===== config.mk =====
export PLATFORM = sky130hd
export DESIGN_NAME = mdio_mgmt_master
export DESIGN_NICKNAME = d
export VERILOG_FILES = /design/src/rtl/mdio_mgmt_pkg.sv /design/src/rtl/mdio_rst_sync.sv /design/src/rtl/mdio_mdc_gen.sv /design/src/rtl/mdio_frame_seq.sv /design/src/rtl/mdio_regfile.sv /design/src/rtl/mdio_mgmt_master.sv
export SDC_FILE = /design/constraint.sdc
export NUM_CORES = 1
export LEC_CHECK = 0
export BUFFER_PORTS_ARGS = -buffer_cell sky130_fd_sc_hd__buf_4
export CORE_AREA = 2 2 106 108
export CTS_CLUSTER_SIZE = 14
export DETAILED_ROUTE_END_ITERATION = 8
export DIE_AREA = 0 0 108 110
export PLACE_DENSITY_LB_ADDON = 0.2
export SYNTH_ARGS = -nofsm -noshare
export SYNTH_HDL_FRONTEND = slang
export SYNTH_HIERARCHICAL = 1
export SYNTH_SLANG_ARGS = --single-unit

===== constraint.sdc =====
create_clock -name clk -period 5.2 [get_ports clk]
set_clock_uncertainty 0.1 [all_clocks]
set_input_delay 0.52 -clock clk [delete_from_list [all_inputs] [get_ports clk]]
set_output_delay 0.52 -clock clk [all_outputs]
set_load 0.01 [all_outputs]

===== src/rtl/mdio_mgmt_pkg.sv =====
package mdio_mgmt_pkg;

  localparam int unsigned ADDR_W = 5;
  localparam int unsigned DATA_W = 16;

  // command word bit positions (software visible)
  localparam int unsigned CMD_WR_BIT = 14;
  localparam int unsigned CMD_RD_BIT = 13;
  localparam int unsigned PHY_LSB    = 8;
  localparam int unsigned REGN_LSB   = 0;

  typedef enum logic [1:0] {
    RA_CMD   = 2'd0,
    RA_WDATA = 2'd1,
    RA_RDATA = 2'd2,
    RA_NONE  = 2'd3
  } reg_sel_e;

  typedef enum logic {
    OP_WRITE = 1'b0,
    OP_READ  = 1'b1
  } mdio_op_e;

endpackage


===== src/rtl/mdio_rst_sync.sv =====
module mdio_rst_sync (
  input  logic clk,
  input  logic rst_n_i,
  output logic rst_n_o
);
  logic [1:0] sync_q;

  always_ff @(posedge clk or negedge rst_n_i) begin
    if (!rst_n_i) sync_q <= 2'b00;
    else          sync_q <= {sync_q[0], 1'b1};
  end

  assign rst_n_o = sync_q[1];
endmodule


===== src/rtl/mdio_mdc_gen.sv =====
module mdio_mdc_gen #(
  parameter int unsigned DIV_HALF = 4
) (
  input  logic clk,
  input  logic rst_n,
  input  logic run_i,
  output logic mdc_o,
  output logic rise_o,
  output logic fall_o
);
  localparam int unsigned CW = (DIV_HALF > 1) ? $clog2(DIV_HALF) : 1;
  localparam logic [CW-1:0] LAST = CW'(DIV_HALF - 1);

  logic [CW-1:0] cnt_q, cnt_d;
  logic          mdc_q, mdc_d;
  logic          wrap;

  assign wrap = (cnt_q == LAST);

  always_comb begin
    cnt_d = cnt_q;
    mdc_d = mdc_q;
    if (!run_i) begin
      cnt_d = '0;
      mdc_d = 1'b0;
    end else if (wrap) begin
      cnt_d = '0;
      mdc_d = ~mdc_q;
    end else begin
      cnt_d = cnt_q + 1'b1;
    end
  end

  always_ff @(posedge clk or negedge rst_n) begin
    if (!rst_n) begin
      cnt_q <= '0;
      mdc_q <= 1'b0;
    end else begin
      cnt_q <= cnt_d;
      mdc_q <= mdc_d;
    end
  end

  assign mdc_o  = mdc_q;
  assign rise_o = run_i && wrap && !mdc_q;
  assign fall_o = run_i && wrap &&  mdc_q;
endmodule


===== src/rtl/mdio_frame_seq.sv =====
module mdio_frame_seq
  import mdio_mgmt_pkg::*;
#(
  parameter int unsigned PRE_BITS = 32
) (
  input  logic              clk,
  input  logic              rst_n,
  input  logic              start_i,
  input  mdio_op_e          op_i,
  input  logic [ADDR_W-1:0] phy_i,
  input  logic [ADDR_W-1:0] regn_i,
  input  logic [DATA_W-1:0] wdata_i,
  input  logic              rise_i,
  input  logic              fall_i,
  input  logic              mdio_i,
  output logic              run_o,
  output logic              done_o,
  output logic [DATA_W-1:0] rdata_o,
  output logic              mdio_o,
  output logic              mdio_oe_o
);
  localparam int unsigned HDR_BITS   = 4 + 2 * ADDR_W;
  localparam int unsigned TA_BITS    = 2;
  localparam int unsigned FRAME_BITS = PRE_BITS + HDR_BITS + TA_BITS + DATA_W;
  localparam int unsigned IDX_W      = $clog2(FRAME_BITS);
  localparam logic [IDX_W-1:0] REL_IDX  = IDX_W'(PRE_BITS + HDR_BITS);
  localparam logic [IDX_W-1:0] DATA_IDX = IDX_W'(PRE_BITS + HDR_BITS + TA_BITS);
  localparam logic [IDX_W-1:0] LAST_IDX = IDX_W'(FRAME_BITS - 1);

  logic                  run_q, run_d;
  mdio_op_e              op_q, op_d;
  logic [IDX_W-1:0]      idx_q, idx_d;
  logic [FRAME_BITS-1:0] shr_q, shr_d;
  logic [DATA_W-1:0]     cap_q, cap_d;
  logic                  done_q, done_d;
  logic [FRAME_BITS-1:0] frame;

  always_comb begin
    if (op_i == OP_WRITE)
      frame = {{PRE_BITS{1'b1}}, 2'b01, 2'b01, phy_i, regn_i, 2'b10, wdata_i};
    else
      frame = {{PRE_BITS{1'b1}}, 2'b01, 2'b10, phy_i, regn_i, 2'b11, {DATA_W{1'b1}}};
  end

  always_comb begin
    run_d  = run_q;
    op_d   = op_q;
    idx_d  = idx_q;
    shr_d  = shr_q;
    cap_d  = cap_q;
    done_d = 1'b0;
    if (!run_q) begin
      if (start_i) begin
        run_d = 1'b1;
        op_d  = op_i;
        idx_d = '0;
        shr_d = frame;
        cap_d = '0;
      end
    end else begin
      if (rise_i && (op_q == OP_READ) && (idx_q >= DATA_IDX))
        cap_d = {cap_q[DATA_W-2:0], mdio_i};
      if (fall_i) begin
        if (idx_q == LAST_IDX) begin
          run_d  = 1'b0;
          done_d = 1'b1;
        end else begin
          idx_d = idx_q + 1'b1;
          shr_d = {shr_q[FRAME_BITS-2:0], 1'b0};
        end
      end
    end
  end

  always_ff @(posedge clk or negedge rst_n) begin
    if (!rst_n) begin
      run_q  <= 1'b0;
      op_q   <= OP_WRITE;
      idx_q  <= '0;
      shr_q  <= '0;
      cap_q  <= '0;
      done_q <= 1'b0;
    end else begin
      run_q  <= run_d;
      op_q   <= op_d;
      idx_q  <= idx_d;
      shr_q  <= shr_d;
      cap_q  <= cap_d;
      done_q <= done_d;
    end
  end

  assign run_o     = run_q;
  assign done_o    = done_q;
  assign rdata_o   = cap_q;
  assign mdio_o    = run_q && shr_q[FRAME_BITS-1];
  assign mdio_oe_o = run_q && ((op_q == OP_WRITE) || (idx_q < REL_IDX));
endmodule


===== src/rtl/mdio_regfile.sv =====
module mdio_regfile
  import mdio_mgmt_pkg::*;
(
  input  logic              clk,
  input  logic              rst_n,
  input  logic [1:0]        reg_addr,
  input  logic              reg_we,
  input  logic [15:0]       reg_wdata,
  output logic [15:0]       reg_rdata,
  input  logic              done_i,
  input  logic [DATA_W-1:0] seq_rdata_i,
  output logic              start_o,
  output mdio_op_e          op_o,
  output logic [ADDR_W-1:0] phy_o,
  output logic [ADDR_W-1:0] regn_o,
  output logic [DATA_W-1:0] wdata_o,
  output logic              wr_flag_o,
  output logic              rd_flag_o,
  output logic [ADDR_W-1:0] phy_q_o,
  output logic [ADDR_W-1:0] regn_q_o,
  output logic [DATA_W-1:0] rdata_q_o
);
  logic              wr_q, wr_d, rd_q, rd_d;
  logic [ADDR_W-1:0] phy_q, phy_d, regn_q, regn_d;
  logic [DATA_W-1:0] wdat_q, wdat_d, rdat_q, rdat_d;
  logic              busy, cmd_hit, want_wr, want_rd;

  assign busy    = wr_q || rd_q;
  assign cmd_hit = reg_we && (reg_sel_e'(reg_addr) == RA_CMD);
  assign want_wr = reg_wdata[CMD_WR_BIT];
  assign want_rd = reg_wdata[CMD_RD_BIT];
  assign start_o = cmd_hit && !busy && (want_wr || want_rd);
  assign op_o    = want_wr ? OP_WRITE : OP_READ;
  assign phy_o   = reg_wdata[PHY_LSB +: ADDR_W];
  assign regn_o  = reg_wdata[REGN_LSB +: ADDR_W];
  assign wdata_o = wdat_q;

  always_comb begin
    wr_d   = wr_q;
    rd_d   = rd_q;
    phy_d  = phy_q;
    regn_d = regn_q;
    wdat_d = wdat_q;
    rdat_d = rdat_q;
    if (start_o) begin
      wr_d   = want_wr;
      rd_d   = !want_wr;
      phy_d  = phy_o;
      regn_d = regn_o;
    end
    if (done_i) begin
      wr_d = 1'b0;
      rd_d = 1'b0;
      if (rd_q) rdat_d = seq_rdata_i;
    end
    if (reg_we && (reg_sel_e'(reg_addr) == RA_WDATA))
      wdat_d = reg_wdata;
  end

  always_ff @(posedge clk or negedge rst_n) begin
    if (!rst_n) begin
      wr_q   <= 1'b0;
      rd_q   <= 1'b0;
      phy_q  <= '0;
      regn_q <= '0;
      wdat_q <= '0;
      rdat_q <= '0;
    end else begin
      wr_q   <= wr_d;
      rd_q   <= rd_d;
      phy_q  <= phy_d;
      regn_q <= regn_d;
      wdat_q <= wdat_d;
      rdat_q <= rdat_d;
    end
  end

  always_comb begin
    reg_rdata = '0;
    case (reg_sel_e'(reg_addr))
      RA_CMD: begin
        reg_rdata[CMD_WR_BIT]             = wr_q;
        reg_rdata[CMD_RD_BIT]             = rd_q;
        reg_rdata[PHY_LSB +: ADDR_W]      = phy_q;
        reg_rdata[REGN_LSB +: ADDR_W]     = regn_q;
      end
      RA_WDATA: reg_rdata = wdat_q;
      RA_RDATA: reg_rdata = rdat_q;
      default:  reg_rdata = '0;
    endcase
  end

  assign wr_flag_o = wr_q;
  assign rd_flag_o = rd_q;
  assign phy_q_o   = phy_q;
  assign regn_q_o  = regn_q;
  assign rdata_q_o = rdat_q;
endmodule


===== src/rtl/mdio_mgmt_master.sv =====
module mdio_mgmt_master
  import mdio_mgmt_pkg::*;
#(
  parameter int unsigned DIV_HALF = 4,
  parameter int unsigned PRE_BITS = 32
) (
  input  logic        clk,
  input  logic        rst_n,
  input  logic [1:0]  reg_addr,
  input  logic        reg_we,
  input  logic [15:0] reg_wdata,
  output logic [15:0] reg_rdata,
  output logic        mdc,
  output logic        mdio_o,
  output logic        mdio_oe,
  input  logic        mdio_i
);
  logic              rst_sync_n;
  logic              start, seq_run, seq_done, tick_rise, tick_fall;
  mdio_op_e          start_op;
  logic [ADDR_W-1:0] start_phy, start_regn, phy_view, regn_view;
  logic [DATA_W-1:0] wdata_view, seq_rdata, rdata_view;
  logic              wr_flag, rd_flag;

  mdio_rst_sync u_rst (
    .clk     (clk),
    .rst_n_i (rst_n),
    .rst_n_o (rst_sync_n)
  );

  mdio_regfile u_regs (
    .clk         (clk),
    .rst_n       (rst_sync_n),
    .reg_addr    (reg_addr),
    .reg_we      (reg_we),
    .reg_wdata   (reg_wdata),
    .reg_rdata   (reg_rdata),
    .done_i      (seq_done),
    .seq_rdata_i (seq_rdata),
    .start_o     (start),
    .op_o        (start_op),
    .phy_o       (start_phy),
    .regn_o      (start_regn),
    .wdata_o     (wdata_view),
    .wr_flag_o   (wr_flag),
    .rd_flag_o   (rd_flag),
    .phy_q_o     (phy_view),
    .regn_q_o    (regn_view),
    .rdata_q_o   (rdata_view)
  );

  mdio_mdc_gen #(.DIV_HALF(DIV_HALF)) u_mdc (
    .clk    (clk),
    .rst_n  (rst_sync_n),
    .run_i  (seq_run),
    .mdc_o  (mdc),
    .rise_o (tick_rise),
    .fall_o (tick_fall)
  );

  mdio_frame_seq #(.PRE_BITS(PRE_BITS)) u_seq (
    .clk       (clk),
    .rst_n     (rst_sync_n),
    .start_i   (start),
    .op_i      (start_op),
    .phy_i     (start_phy),
    .regn_i    (start_regn),
    .wdata_i   (wdata_view),
    .rise_i    (tick_rise),
    .fall_i    (tick_fall),
    .mdio_i    (mdio_i),
    .run_o     (seq_run),
    .done_o    (seq_done),
    .rdata_o   (seq_rdata),
    .mdio_o    (mdio_o),
    .mdio_oe_o (mdio_oe)
  );
endmodule


==> key figures <==
Layout
  – FILL cells: just under 900
  – Nets: around 590
  – Share of cells above drive strength 1: 0.207
  – Core Util, Final: 0.641
  – P&R area growth vs syn: 14.6%
  – Sequential Area: between 3000 and 4000 um2
  – # diodes: 0
  – Multi-input combinational cell area: roughly 2200 um2

Place
  – Routability cong.: about 0.80
  – Hpwl dp: between 7 and 8 mm
  – # port buffers: 40

STA
  – Hold Fails Final Rpt: 0
  – Final min period: roughly 3 ns
  – Least-Margin Pin Slew: between 1 and 1.5 ns
  – Tcrit/Tclk final: 0.579
  – RSZ-0062 raised after global routing: false
  – Slew Limit Headroom: 0.304
  – Total Negative Setup Slacks: 0 ns
  – Setup violations, final: 0
  – Max-slew violations: 0
  – Fmax: around 330 MHz

Pwr
  – Worst vdd ir: between 0.2 and 0.3 mV
  – PD cells: around 370 nW/um2
  – Leakage: approximately 3.3 nW

Setup path
  – Worst r2r dst: u_seq/shr_q[28]
  – Crit-path cells: buf_4 -> inv_1 -> ha_1 -> nand2_1 -> nor4_4 -> buf_4 -> mux2_4 -> o21ai_4 -> buf_4 -> buf_4 -> a21oi_1 -> a21o_1
  – Crit-path max cell delay: between 0.5 and 0.6 ns
  – Reg2Reg Launch Point: u_seq/run_o
  – R2r setup slk: 2.31 ns
  – Worst-case reg-to-reg path depth: 8
  – CP arrival: about 3.3 ns
  – Startpoint types: input port
  – Slowest cell on crit path: buf_4
  – Critical path class: in -> reg
  – Max Fanout on Critical Path: 80
  – CP bufs+invs: 5
  – Kind of cell adding the most delay to the critical path: buffers and inverters
  – CP endpoint kind: flip-flop
  – Most frequent CP cell: buf_4
  – CP required: about 5.5 ns

Min path
  – Class of the worst hold path: in -> reg
  – Hold Crit Depth: 2
  – Worst hold start: reg_wdata[15]
  – Worst Hold End: u_regs/wdata_o[15]

Floorplan
  – Core area: between 10000 and 15000 um2
  – Boundary pin count: between 40 and 50
  – Starting Density: 0.559
  – Area of the die: approximately 12000 um2
  – Die width: about 110 um
  – Cell Rows: 38
  – Die Height: roughly 110 um

GRT
  – Congestion Overflow GR: 0
  – Largest net degree at the start of global routing: between 80 and 90
  – Global-route wire length before repair: just over 20 mm
  – GRT Total Usage: 0.223
  – Via count of the first global-routing pass: roughly 4000
  – Initial antenna violation count: 0

Logic synthesis
  – Post-synth EDFFs: 0
  – Synthesized cell area: between 5000 and 6000 um2
  – Synth warnings: 6
  – Syn avg cell area: approximately 11 um2
  – Yosys cell types: 51
  – Area leader, netlist: dfrtp_1
  – Synth Net Count: 568
  – Area contributors post-synth: dfrtp_1 58%, mux2_2 5.8%, nand2_1 4.8%
  – Share of synthesized flip-flops with an asynchronous set or reset: 1.00
  – #FFs+latches synth: 138
  – Register area share after synthesis: 0.577
  – Post-synth top flop: dfrtp_1
  – Top post-synthesis cells by count: 138 x dfrtp_1, 77 x nand2_1, 54 x nor2_1
  – Yosys top cell area share: 0.577
  – Mapped Cells: 540
  – Most frequent cell after synthesis: dfrtp_1

Clocking
  – Worst skew pair latency: about 0.52 ns
  – CTS root buf: clkbuf_8
  – CTS sink count: 138
  – Cts bufs inserted: 17
  – Resized Gates After CTS: 0
  – CTS tree: done
  – Htree depth: 4
  – CTS clk-pin slew, worst paths: approximately 0.06 ns
  – Max Root-Sink Buffers: 2

Run status
  – Status: finished clean

Detailed routing
  – Total wire length: roughly 12 mm
  – Detail Route Antenna Nets: 0
  – Vias post-DR: a little over 4000
  – Vias per inst: between 5 and 6
  – Wire length per cell: ~17 um
  – Drt drc: 0
  – Starting DRC count in detailed routing: roughly 400
  – Initial DRT Pass Iterations: 6

Run
  – Max Cap Violations: 0
metrics by stage:
step | setup WS [ns] | hold WS (ns) | power [mW] | area (um2) | std cells
final | 2.19 | 0.113 | 2.55 | 6860 | 711
after CTS | 2.24 | 0.0871 | 2.57 | 6860 | 711
after floorplan | 0.970 | 0.124 | 1.23 | 5980 | 540
after global routing | 1.96 | 0.0902 | 2.64 | 6860 | 711
after detailed placement | 1.68 | 0.205 | 1.29 | 6210 | 679
after global placement | 1.78 | 0.202 | 1.28 | 6210 | 679
layer usage:
layer / GRT usage / share of wire / vias to the layer above
li1: - / - / 1931
met1: 0.304 / 0.46 / 2026
met2: 0.341 / 0.48 / 99
met3: 0.0564 / 0.045 / 17
met4: 0.0980 / 0.012 / 0
met5: 0 / 0 / -
registers in the layout, summed over array words and instances, names as in the netlist, 2 cells and up:
name	cells
u_regs/rdata_q_o	16
u_regs/regn_q_o	5
u_regs/wdata_o	16
u_seq/shr_q	64
u_regs/phy_q_o	5
u_seq/idx_q	6
u_mdc/cnt_q	2
u_seq/rdata_o	16
u_rst/sync_q	2
power breakdown:
| part | internal, mW | leakage (nW) | switching [mW] |
|---|---|---|---|
| Clock | 0.861 | 0.312 | 0.416 |
| Combinational | 0.0627 | 1.10 | 0.0700 |
| Sequential | 1.10 | 1.87 | 0.0346 |
| Total | 2.02 | 3.29 | 0.521 |
cell usage in the layout (no fill, tap or decap), types with 2 or more instances in the layout:
| master | n |
|---|---|
| o21ai_1 | 49 |
| nand2_2 | 2 |
| clkbuf_1 | 3 |
| a222oi_1 | 12 |
| clkbuf_8 | 4 |
| mux2_2 | 31 |
| nor2_1 | 54 |
| a22o_1 | 16 |
| a22oi_1 | 4 |
| nand2b_1 | 2 |
| inv_1 | 5 |
| clkbuf_16 | 16 |
| o211ai_1 | 2 |
| dfrtp_1 | 137 |
| o22ai_1 | 15 |
| and2_1 | 3 |
| o21ai_0 | 17 |
| a21oi_1 | 4 |
| nand2_1 | 77 |
| mux2_1 | 11 |
| buf_4 | 46 |
| mux2i_1 | 10 |
| nand3_1 | 4 |
| nor2b_1 | 5 |
| ha_1 | 6 |
| a41oi_1 | 2 |
| clkinv_2 | 3 |
| bufinv_16 | 5 |
cell families after synthesis:
| kind of cell | after synthesis | share of synthesized area |
|---|---|---|
| adder cells (fa/ha/maj) | 6 | 0.0125 |
| flip-flops | 138 | 0.577 |
| multiplexers | 53 | 0.0983 |
| buffers and inverters | 53 | 0.0542 |
| other | 1 | 0.000627 |
| AO/OA/AOI/OAI | 130 | 0.141 |
| XOR/XNOR | 1 | 0.00146 |
| AND/OR/NAND/NOR | 158 | 0.114 |
worst max path at each step:
| stage | slack, ns | depth (start not counted) | to | start |
|---|---|---|---|---|
| after floorplan | 0.97 | 0 | u_mdc/cnt_q[0] | u_rst/sync_q[1] |
| after detailed placement | 1.68 | 12 | u_seq/shr_q[28] | reg_addr[0] |
| after CTS | 2.24 | 12 | u_seq/shr_q[28] | reg_addr[0] |
| after global routing | 1.96 | 12 | u_seq/shr_q[28] | reg_addr[0] |
| final | 2.19 | 12 | u_seq/shr_q[28] | reg_addr[0] |
| after global placement | 1.78 | 12 | u_seq/shr_q[28] | reg_addr[0] |
cell type report:
cell class	instances	area share
Tap cell	140	0.0256
Sequential cell	138	0.504
Multi-Input combinational cell	349	0.323
Clock inverter	8	0.0241
Clock buffer	23	0.0681
Inverter	6	0.00329
Timing Repair Buffer	47	0.0518
timing repair:
item                      CTS  global route
setup buffers               0             0
hold endpoints to repair    2             0
hold buffers                1             0
Power figures use the tool's default switching activity.
